--- config.mk ---
export PLATFORM = sky130hd
export DESIGN_NAME = sram_async_ctrl
export DESIGN_NICKNAME = d
export VERILOG_FILES = /design/src/rtl/sram_ctrl_pkg.sv /design/src/rtl/sram_ctrl_fsm.sv /design/src/rtl/sram_byte_lane.sv /design/src/rtl/sram_async_ctrl.sv
export SDC_FILE = /design/constraint.sdc
export NUM_CORES = 1
export LEC_CHECK = 0
export BUFFER_PORTS_ARGS = -buffer_cell sky130_fd_sc_hd__buf_2
export CAP_MARGIN = 30
export CORE_MARGIN = 4
export CORE_UTILIZATION = 47
export CTS_CLUSTER_DIAMETER = 120
export DETAILED_ROUTE_END_ITERATION = 8
export PLACE_DENSITY = 0.79
export SYNTH_ARGS = -nofsm -noshare
export SYNTH_HDL_FRONTEND = slang
export SYNTH_HIERARCHICAL = 1
export SYNTH_SLANG_ARGS = --single-unit
--- constraint.sdc ---
create_clock -name clk -period 2.69 [get_ports clk]
set_clock_uncertainty 0.05 [all_clocks]
set_input_delay 0.1345 -clock clk [delete_from_list [all_inputs] [get_ports clk]]
set_output_delay 0.1345 -clock clk [all_outputs]
set_load 0.03 [all_outputs]
--- src/rtl/sram_ctrl_pkg.sv ---
package sram_ctrl_pkg;

    typedef enum logic [2:0] {
        ST_IDLE,
        ST_RD_ACC,
        ST_WR_TURN,
        ST_WR_STROBE,
        ST_WR_HOLD
    } ctrl_state_t;

    // Whole clock cycles covering a nanosecond limit, never below one.
    function automatic int unsigned ns_to_cycles(input int unsigned ns, input int unsigned clk_ns);
        int unsigned c;
        c = (ns + clk_ns - 1) / clk_ns;
        return (c == 0) ? 1 : c;
    endfunction

    function automatic int unsigned max_u(input int unsigned a, input int unsigned b);
        return (a > b) ? a : b;
    endfunction

endpackage

--- src/rtl/sram_ctrl_fsm.sv ---
module sram_ctrl_fsm
    import sram_ctrl_pkg::*;
#(
    parameter int unsigned RD_CYC = 6,
    parameter int unsigned WP_CYC = 5,
    parameter int unsigned TA_CYC = 2
) (
    input  logic clk,
    input  logic rst_n,
    input  logic req,
    input  logic req_wr,
    output logic ready,
    output logic accept,
    output logic capture,
    output logic cs_n,
    output logic we_n,
    output logic oe_n,
    output logic drive,
    output logic rvalid
);

    localparam int unsigned MAX_CYC = max_u(max_u(RD_CYC, WP_CYC), TA_CYC);
    localparam int unsigned CNT_W   = $clog2(MAX_CYC + 1);
    localparam logic [CNT_W-1:0] RD_LAST = CNT_W'(RD_CYC - 1);
    localparam logic [CNT_W-1:0] WP_LAST = CNT_W'(WP_CYC - 1);
    localparam logic [CNT_W-1:0] TA_LAST = CNT_W'(TA_CYC - 1);

    ctrl_state_t      st_q, st_d;
    logic [CNT_W-1:0] cnt_q, cnt_d;
    logic             last_rd_q, last_rd_d;
    logic             cnt_done;

    assign cnt_done = (cnt_q == '0);

    // Next-state and counter decision
    always_comb begin
        st_d      = st_q;
        cnt_d     = cnt_done ? '0 : cnt_q - 1'b1;
        last_rd_d = last_rd_q;
        unique case (st_q)
            ST_IDLE: begin
                if (req) begin
                    if (req_wr) begin
                        last_rd_d = 1'b0;
                        if (last_rd_q) begin
                            st_d  = ST_WR_TURN;
                            cnt_d = TA_LAST;
                        end else begin
                            st_d  = ST_WR_STROBE;
                            cnt_d = WP_LAST;
                        end
                    end else begin
                        last_rd_d = 1'b1;
                        st_d      = ST_RD_ACC;
                        cnt_d     = RD_LAST;
                    end
                end
            end
            ST_RD_ACC: begin
                if (cnt_done) st_d = ST_IDLE;
            end
            ST_WR_TURN: begin
                if (cnt_done) begin
                    st_d  = ST_WR_STROBE;
                    cnt_d = WP_LAST;
                end
            end
            ST_WR_STROBE: begin
                if (cnt_done) st_d = ST_WR_HOLD;
            end
            ST_WR_HOLD: begin
                st_d = ST_IDLE;
            end
            default: begin
                st_d = ST_IDLE;
            end
        endcase
    end

    assign ready   = (st_q == ST_IDLE);
    assign accept  = ready && req;
    assign capture = (st_q == ST_RD_ACC) && cnt_done;

    // State register
    always_ff @(posedge clk) begin
        if (!rst_n) begin
            st_q      <= ST_IDLE;
            cnt_q     <= '0;
            last_rd_q <= 1'b0;
        end else begin
            st_q      <= st_d;
            cnt_q     <= cnt_d;
            last_rd_q <= last_rd_d;
        end
    end

    // Registered strobes decoded from the next state, so they never glitch
    always_ff @(posedge clk) begin
        if (!rst_n) begin
            cs_n   <= 1'b1;
            we_n   <= 1'b1;
            oe_n   <= 1'b1;
            drive  <= 1'b0;
            rvalid <= 1'b0;
        end else begin
            cs_n   <= !((st_d == ST_RD_ACC) || (st_d == ST_WR_STROBE));
            we_n   <= !(st_d == ST_WR_STROBE);
            oe_n   <= !(st_d == ST_RD_ACC);
            drive  <= (st_d == ST_WR_STROBE) || (st_d == ST_WR_HOLD);
            rvalid <= capture;
        end
    end

    assert_idle_strobes_R7: assert property (@(posedge clk) disable iff (!rst_n)
        ready |-> (cs_n && we_n && oe_n))
        else $error("strobe active while ready");

    assert_read_shape_R2: assert property (@(posedge clk) disable iff (!rst_n)
        !oe_n |-> (!cs_n && we_n))
        else $error("output enable without proper select");

    assert_write_drives_R4: assert property (@(posedge clk) disable iff (!rst_n)
        !we_n |-> (!cs_n && drive && oe_n))
        else $error("write strobe without select or drive");

    assert_no_contention_R10: assert property (@(posedge clk) disable iff (!rst_n)
        drive |-> oe_n)
        else $error("drivers on while memory outputs enabled");

    assert_hold_after_we_R5: assert property (@(posedge clk) disable iff (!rst_n)
        $rose(we_n) |-> (drive && cs_n))
        else $error("drivers released at end of write");

    assert_rvalid_pulse_R3: assert property (@(posedge clk) disable iff (!rst_n)
        rvalid |=> !rvalid)
        else $error("read valid longer than one cycle");

    assert_rvalid_oe_off_R3: assert property (@(posedge clk) disable iff (!rst_n)
        rvalid |-> oe_n)
        else $error("output enable still low with read valid");

endmodule

--- src/rtl/sram_byte_lane.sv ---
module sram_byte_lane #(
    parameter int unsigned LANE_W = 8
) (
    input  logic              clk,
    input  logic              rst_n,
    input  logic              load,
    input  logic              en_in,
    input  logic [LANE_W-1:0] wdata_in,
    input  logic              capture,
    input  logic [LANE_W-1:0] dq_in,
    output logic              lane_n,
    output logic [LANE_W-1:0] dq_out,
    output logic [LANE_W-1:0] rdata
);

    always_ff @(posedge clk) begin
        if (!rst_n) begin
            lane_n <= 1'b1;
            dq_out <= '0;
        end else if (load) begin
            lane_n <= !en_in;
            dq_out <= wdata_in;
        end
    end

    always_ff @(posedge clk) begin
        if (!rst_n) begin
            rdata <= '0;
        end else if (capture) begin
            rdata <= lane_n ? '0 : dq_in;
        end
    end

endmodule

--- src/rtl/sram_async_ctrl.sv ---
module sram_async_ctrl
    import sram_ctrl_pkg::*;
#(
    parameter int unsigned ADDR_W    = 18,
    parameter int unsigned DATA_W    = 16,
    parameter int unsigned CLK_NS    = 10,
    parameter int unsigned T_RC_NS   = 55,
    parameter int unsigned T_AA_NS   = 55,
    parameter int unsigned T_WC_NS   = 55,
    parameter int unsigned T_WP_NS   = 45,
    parameter int unsigned T_CW_NS   = 45,
    parameter int unsigned T_DW_NS   = 25,
    parameter int unsigned T_REL_NS  = 20
) (
    input  logic                 clk,
    input  logic                 rst_n,
    input  logic                 req,
    input  logic                 wr,
    input  logic [ADDR_W-1:0]    addr,
    input  logic [DATA_W-1:0]    wr_data,
    input  logic [DATA_W/8-1:0]  lane_en,
    output logic                 ready,
    output logic [DATA_W-1:0]    rd_data,
    output logic                 rd_valid,
    output logic [ADDR_W-1:0]    mem_addr,
    output logic                 mem_cs_n,
    output logic                 mem_we_n,
    output logic                 mem_oe_n,
    output logic [DATA_W/8-1:0]  mem_lane_n,
    output logic [DATA_W-1:0]    mem_dq_out,
    input  logic [DATA_W-1:0]    mem_dq_in,
    output logic                 mem_dq_oe
);

    localparam int unsigned LANES  = DATA_W / 8;
    localparam int unsigned RD_CYC = ns_to_cycles(max_u(T_RC_NS, T_AA_NS), CLK_NS);
    localparam int unsigned WR_MIN = (T_WC_NS > CLK_NS) ? (T_WC_NS - CLK_NS) : 0;
    localparam int unsigned WP_CYC = ns_to_cycles(
        max_u(max_u(T_WP_NS, T_CW_NS), max_u(T_DW_NS, WR_MIN)), CLK_NS);
    localparam int unsigned TA_CYC = ns_to_cycles(T_REL_NS, CLK_NS);

    logic accept;
    logic capture;

    sram_ctrl_fsm #(
        .RD_CYC (RD_CYC),
        .WP_CYC (WP_CYC),
        .TA_CYC (TA_CYC)
    ) fsm_i (
        .clk     (clk),
        .rst_n   (rst_n),
        .req     (req),
        .req_wr  (wr),
        .ready   (ready),
        .accept  (accept),
        .capture (capture),
        .cs_n    (mem_cs_n),
        .we_n    (mem_we_n),
        .oe_n    (mem_oe_n),
        .drive   (mem_dq_oe),
        .rvalid  (rd_valid)
    );

    always_ff @(posedge clk) begin
        if (!rst_n) begin
            mem_addr <= '0;
        end else if (accept) begin
            mem_addr <= addr;
        end
    end

    for (genvar g = 0; g < LANES; g++) begin : g_lane
        sram_byte_lane #(.LANE_W(8)) lane_i (
            .clk      (clk),
            .rst_n    (rst_n),
            .load     (accept),
            .en_in    (lane_en[g]),
            .wdata_in (wr_data[g*8 +: 8]),
            .capture  (capture),
            .dq_in    (mem_dq_in[g*8 +: 8]),
            .lane_n   (mem_lane_n[g]),
            .dq_out   (mem_dq_out[g*8 +: 8]),
            .rdata    (rd_data[g*8 +: 8])
        );
    end

    assert_addr_stable_R9: assert property (@(posedge clk) disable iff (!rst_n)
        (!mem_cs_n && $past(!mem_cs_n)) |-> $stable(mem_addr))
        else $error("address moved during access");

    assert_hold_stable_R5: assert property (@(posedge clk) disable iff (!rst_n)
        $rose(mem_we_n) |-> ($stable(mem_lane_n) && $stable(mem_dq_out) && $stable(mem_addr)))
        else $error("write operands changed at end of write");

    assert_lanes_fixed_R2: assert property (@(posedge clk) disable iff (!rst_n)
        (!mem_cs_n && $past(!mem_cs_n)) |-> $stable(mem_lane_n))
        else $error("lane enables moved during access");

endmodule

Yosys cells after proc, flatten, opt, wreduce, memory -nomap -nowiden
Cells that the tools add are included.
{ "word_totals": {"reg_bits": 64, "in_bits": 56} }
{ "op_classes": {"addsub": 1, "eq_ne": 6, "muxes": 16, "n_reduce_logical": 12} }
{ "ops": {"columns": ["op", "count"], "rows": [
  ["3-bit 2-to-1 mux", 9],
  ["8-bit 2-to-1 mux", 2],
  ["3-bit case mux with 4 select lines", 1],
  ["3-bit by 2-bit equality test with 1-bit output, second input constant", 3],
  ["3-bit by 1-bit equality test with 1-bit output, second input constant", 2],
  ["3-bit zero test", 2],
  ["3-bit case mux with 2 select lines", 1],
  ["1-bit zero test", 5],
  ["3-bit equality test, second input constant", 1],
  ["3-bit by 1-bit subtractor with 3-bit output, second input constant", 1],
  ["1-bit logical AND", 2],
  ["1-bit logical OR", 2],
  ["1-bit 2-to-1 mux", 2],
  ["2-bit 2-to-1 mux", 1],
  ["2-bit AND reduction", 1]
]} }

Logic depth before layout (Yosys ltp)
{ "depth": {"ltp_word": 7, "mapped_depth": 7, "ltp_nobuf": 7} }

Modules after synthesis
The synthesis kept the hierarchy.
{ "modules_own_cells": {"columns": ["mod", "n_inst", "cells_each", "area_each_um2", "seq_area_each_um2"], "rows": [
  ["sram_byte_lane", 2, 65, 678.2, 340.3],
  ["sram_async_ctrl", 1, 57, 688.2, 360.3],
  ["sram_ctrl_fsm", 1, 55, 529.3, 240.2]
]} }

Worst setup path after synthesis
Ideal clock, no wire load.
{ "synth_timing": {"path_kind": "register -> register", "startpoint": "register fsm_i.cnt_q[0]", "endpoint": "register g_lane[0].lane_i.rdata[0]", "setup_ns": 0.115, "arrival_time_ns": 2.140, "slack_ns": 0.384, "stages_incl_launch_ff": 8, "n_path_buf": 0, "synth_period_minus_slack_ns": 2.306, "cell_sequence": "dfxtp_1 -> or2_2 -> inv_1 -> ha_1 -> nand2_1 -> nor3_1 -> nand3b_1 -> o21ai_2"} }
{ "synth_via": {"elab_chain_cells": 2} }
{ "synth_lines": {"columns": ["item", "line", "rtl"], "rows": [
  ["from (decl)", "sram_ctrl_fsm.sv:29", "logic [CNT_W-1:0] cnt_q, cnt_d;"],
  ["from (signal assigned)", "sram_ctrl_fsm.sv:92", "cnt_q <= cnt_d;"],
  ["3-bit zero test", "sram_ctrl_fsm.sv:33", "assign cnt_done = (cnt_q == '0);"],
  ["1-bit logical AND", "sram_ctrl_fsm.sv:82", "assign capture = (st_q == ST_RD_ACC) && cnt_done;"],
  ["named net capture", "sram_async_ctrl.sv:43", "logic capture;"],
  ["to (signal assigned)", "sram_byte_lane.sv:30", "rdata <= lane_n ? '0 : dq_in;"],
  ["to (decl)", "sram_byte_lane.sv:13", "output logic [LANE_W-1:0] rdata"]
]} }
The timed path passes the listed nets, and every way through them passes these cells.
A chain may end at the register's enable or synchronous reset.

Worst setup path in the final report
{ "layout_timing": {"startpoint": "register fsm_i.cnt_q[0]", "endpoint": "register g_lane[0].lane_i.rdata[2]"} }
The elaborated chain is that of the path after synthesis.

==> metrics.md <==
| Metric | Value |
|---|---|
| Outcome | complete, no violations |
| First-pass GRT wire length | approximately 8.9 mm |
| Part of the cycle the worst path needs | around two thirds |
| Maximum clock path buffer count | 2 |
| Maximum resistive drop on vdd | 360.1 uV |
| Met1 Track Usage GR | slightly below 20% |
| # rows | 26 |
| Clock transition at path regs | about 0.070 ns |
| Tot GR Track Use | between 15 and 20% |
| Via count | roughly 2100 |
| Hold Fails Final Rpt | 0 |
| Hpwl dp | approximately 3.9 mm |
| Fmax | roughly 560 MHz |
| Post-synth ARST share | 0% |
| Post-CTS Setup Repair Bufs | 0 |
| CTS buffer count | 9 |
| Initial Util | between 40% and 50% |
| Detailed Routing Iterations Pass 1 | 4 |
| Final Max Tran Viols | 0 |
| Core Region | ~0.0052 sq mm |
| Unrepaired setup endpoints after global routing | no |
| Area contributors post-synth | dfxtp_1 (50%), mux2i_1 (13%), nor2b_1 (8.5%) |
| CTS resizes | 0 |
| Met2 usage | between 20 and 30% |
| Global routing's busiest layer | met2 |
| Required time worst endpoint | between 2 and 3 ns |
| Comb pwr share | between 20% and 30% |
| Sequential power share | around 46% |
| Clock network power share | 29.8% |
| Internal | roughly 1.6 mW |
| Data arrival time of the critical path | 2.01 ns |
| EDFF count, synth | 0 |
| Relative slew slack | between 40 and 50% |
| Top Ports | 114 |
| # hold bufs at CTS | 12 |
| Sw frac | 30.25% |
| Seq cells post-synth | between 60 and 70 |
| Tightest Pin Transition | 0.8298 ns |
| LEAKAGE | approximately 1.6 nW |
| Vias in the first global route | 1965 |
| Port buffer count | between 100 and 150 |
| Die W | roughly 82 um |
| Fin Hold WS | 0.01532 ns |
| DR DRC count | 0 |
| Clock Sinks | 64 |
| Initial antenna violation count | 0 |
| Worst min path class | primary input to flop |
| Total negative slack | 0 ns |
| Startpoint type of the worst setup path | flop |
| Nets@finish | between 400 and 500 |
| Die Span Y | between 80 and 90 um |
| CTS tree | yes |
| Final wirelength | between 5 and 6 mm |
| Antenna-violating nets left | 0 |
| Max Cap Viol | 0 |
| WL per Instance | between 10 and 15 um |
| Post-synthesis sequential area ratio | 49.78% |
| Crit Path Category | flop to flop |
| Iter 0 DRT Violations | slightly above 100 |
| Via density | between 4 and 5 |
| Post-Syn Instances | between 200 and 250 |
| Pwr Total | approximately 2.3 mW |
| Largest net degree at the start of global routing | 58 |
| Cell variety after synth | 33 |
| CTS root buf | clkbuf_8 |
| Worst setup margin | between 0.8 and 0.9 ns |
| Setup violators final | 0 |
| Die ar. | about 0.0067 sq mm |
| RePlAce Congestion | ~0.73 |
| Inserted Diodes | 0 |
| Largest area contributor in the netlist | dfxtp_1 |
| GR Layer Usage met3 | ~7% |
| CP endpoint kind | flop |
| Yosys warns | 6 |
| Clock Latency Late Sink | 0.32 ns |
| Cell Pwr Density | ~670 mW/mm^2 |
| Synth-to-Final Area Change | 33.50% |
| H-tree level count | 3 |
| Share of the synthesized area in the top cell type | around half |
| Period minus WS final | between 1.5 and 2 ns |
| Placement Setup Slack | about 0.9 ns |
| Mapped cell area | between 0.002 and 0.003 sq mm |
| Switching pwr | about 0.7 mW |
| Avg Inst Size Synth | 10.64 sq um |
| Synth Net Count | 300 |
| CP max FO | 19 |
| Remaining Overflow, GRT | 0 |
| Top_reg_cell synth | dfxtp_1 |
| Share of cells above drive strength 1 | between 30% and 40% |
## per-layer routing
layer,share of wire (%),routed length [um]
met5,0,0
met4,0.76,44
met3,9.4,548
met2,49,2860
met1,41,2366
## kinds of logic (layout without fill, tap and decap cells)
family	count (synthesis)	in the layout	share of synthesized area (%)
buf+inv	15	150	5.445
fa+ha+maj	2	2	0.9721
simple gates	99	99	23.29
flops	64	64	49.78
mux	34	34	13.22
compound gates	28	28	7.293
## placed cells by master (no fill, tap or decap), types with 3 or more instances in the layout
cell type,count
clkbuf_8,10
o21ai_1,14
buf_4,5
dfxtp_1,64
dlygate4sd3_1,13
and2_1,3
nor2_1,6
buf_2,113
o21ai_2,4
nand2_1,23
nand3_1,3
mux2i_1,34
nand3b_1,17
inv_1,3
nor2b_1,35
clkinv_2,4
## power groups by stage
stage / logic (mW) / registers (mW) / clock network [mW]
6_report: 0.548 / 1.07 / 0.686
5_1_grt: 0.592 / 1.07 / 0.774
4_1_cts: 0.550 / 1.06 / 0.709
3_5_place_dp: 0.537 / 1.08 / 0
3_3_place_gp: 0.525 / 1.08 / 0
2_1_floorplan: 0.284 / 1.20 / 0
## through the flow
stage,utilization (%),area [sq um],instances
after floorplan,-,2574,242
after global placement,60.34,3141,418
after detailed placement,60.34,3141,418
after CTS,65.82,3426,446
after global routing,66.01,3436,447
final,66.01,3436,447
## registers in the layout, indices dropped and copies added (netlist names)
register,flops
fsm_i/cnt_q,3
fsm_i/cs_n,1
fsm_i/drive,1
fsm_i/last_rd_q,1
fsm_i/oe_n,1
fsm_i/rvalid,1
fsm_i/st_q,3
fsm_i/we_n,1
g_lane.lane_i/dq_out,16
g_lane.lane_i/lane_n,2
g_lane.lane_i/rdata,16
mem_addr,18
## critical path, cell delays in order, from the launching register on
cell and delay (ns):
dfxtp_1 0.32, or2_2 0.30, inv_1 0.08, ha_1 0.23, nand2_1 0.12, nor3_2 0.12
buf_4 0.24, nand2b_4 0.12, o21ai_1 0.14
## synth_stat cells, drive strengths merged, types with 2 or more instances
cell    number
dfxtp       64
nor2b       35
mux2i       34
nand2       23
o21ai       18
nand3b      17
buf         11
nor2         6
nand2b       4
and2         3
inv          3
nand3        3
a21oi        2
ha           2
nor3         2
o211a        2
## path summary, 6_finish.rpt
check | from | end | slack [ns] | cells after the start
max | fsm_i/cnt_q[0]$_SDFF_PN0_ | g_lane[0].lane_i/rdata[2]$_SDFFE_PN0P_ | 0.89 | 8
min | mem_dq_in[8] | g_lane[1].lane_i/rdata[0]$_SDFFE_PN0P_ | 0.02 | 3
max reg2reg | fsm_i/cnt_q[0]$_SDFF_PN0_ | g_lane[0].lane_i/rdata[2]$_SDFFE_PN0P_ | 0.89 | 8
min reg2reg | fsm_i/cnt_q[1]$_SDFF_PN0_ | fsm_i/cnt_q[1]$_SDFF_PN0_ | 0.40 | 2
## layout make-up
type | count | area, sq um
Clock inverter | 4 | 20.02
Inverter | 3 | 11.26
Clock buffer | 12 | 145.1
Multi-Input combinational cell | 163 | 1157
Sequential cell | 64 | 1281
Fill cell | 456 | 1769
Tap cell | 70 | 87.58
Timing Repair Buffer | 131 | 733.2
Note: power is estimated with default switching activity, not from simulation.
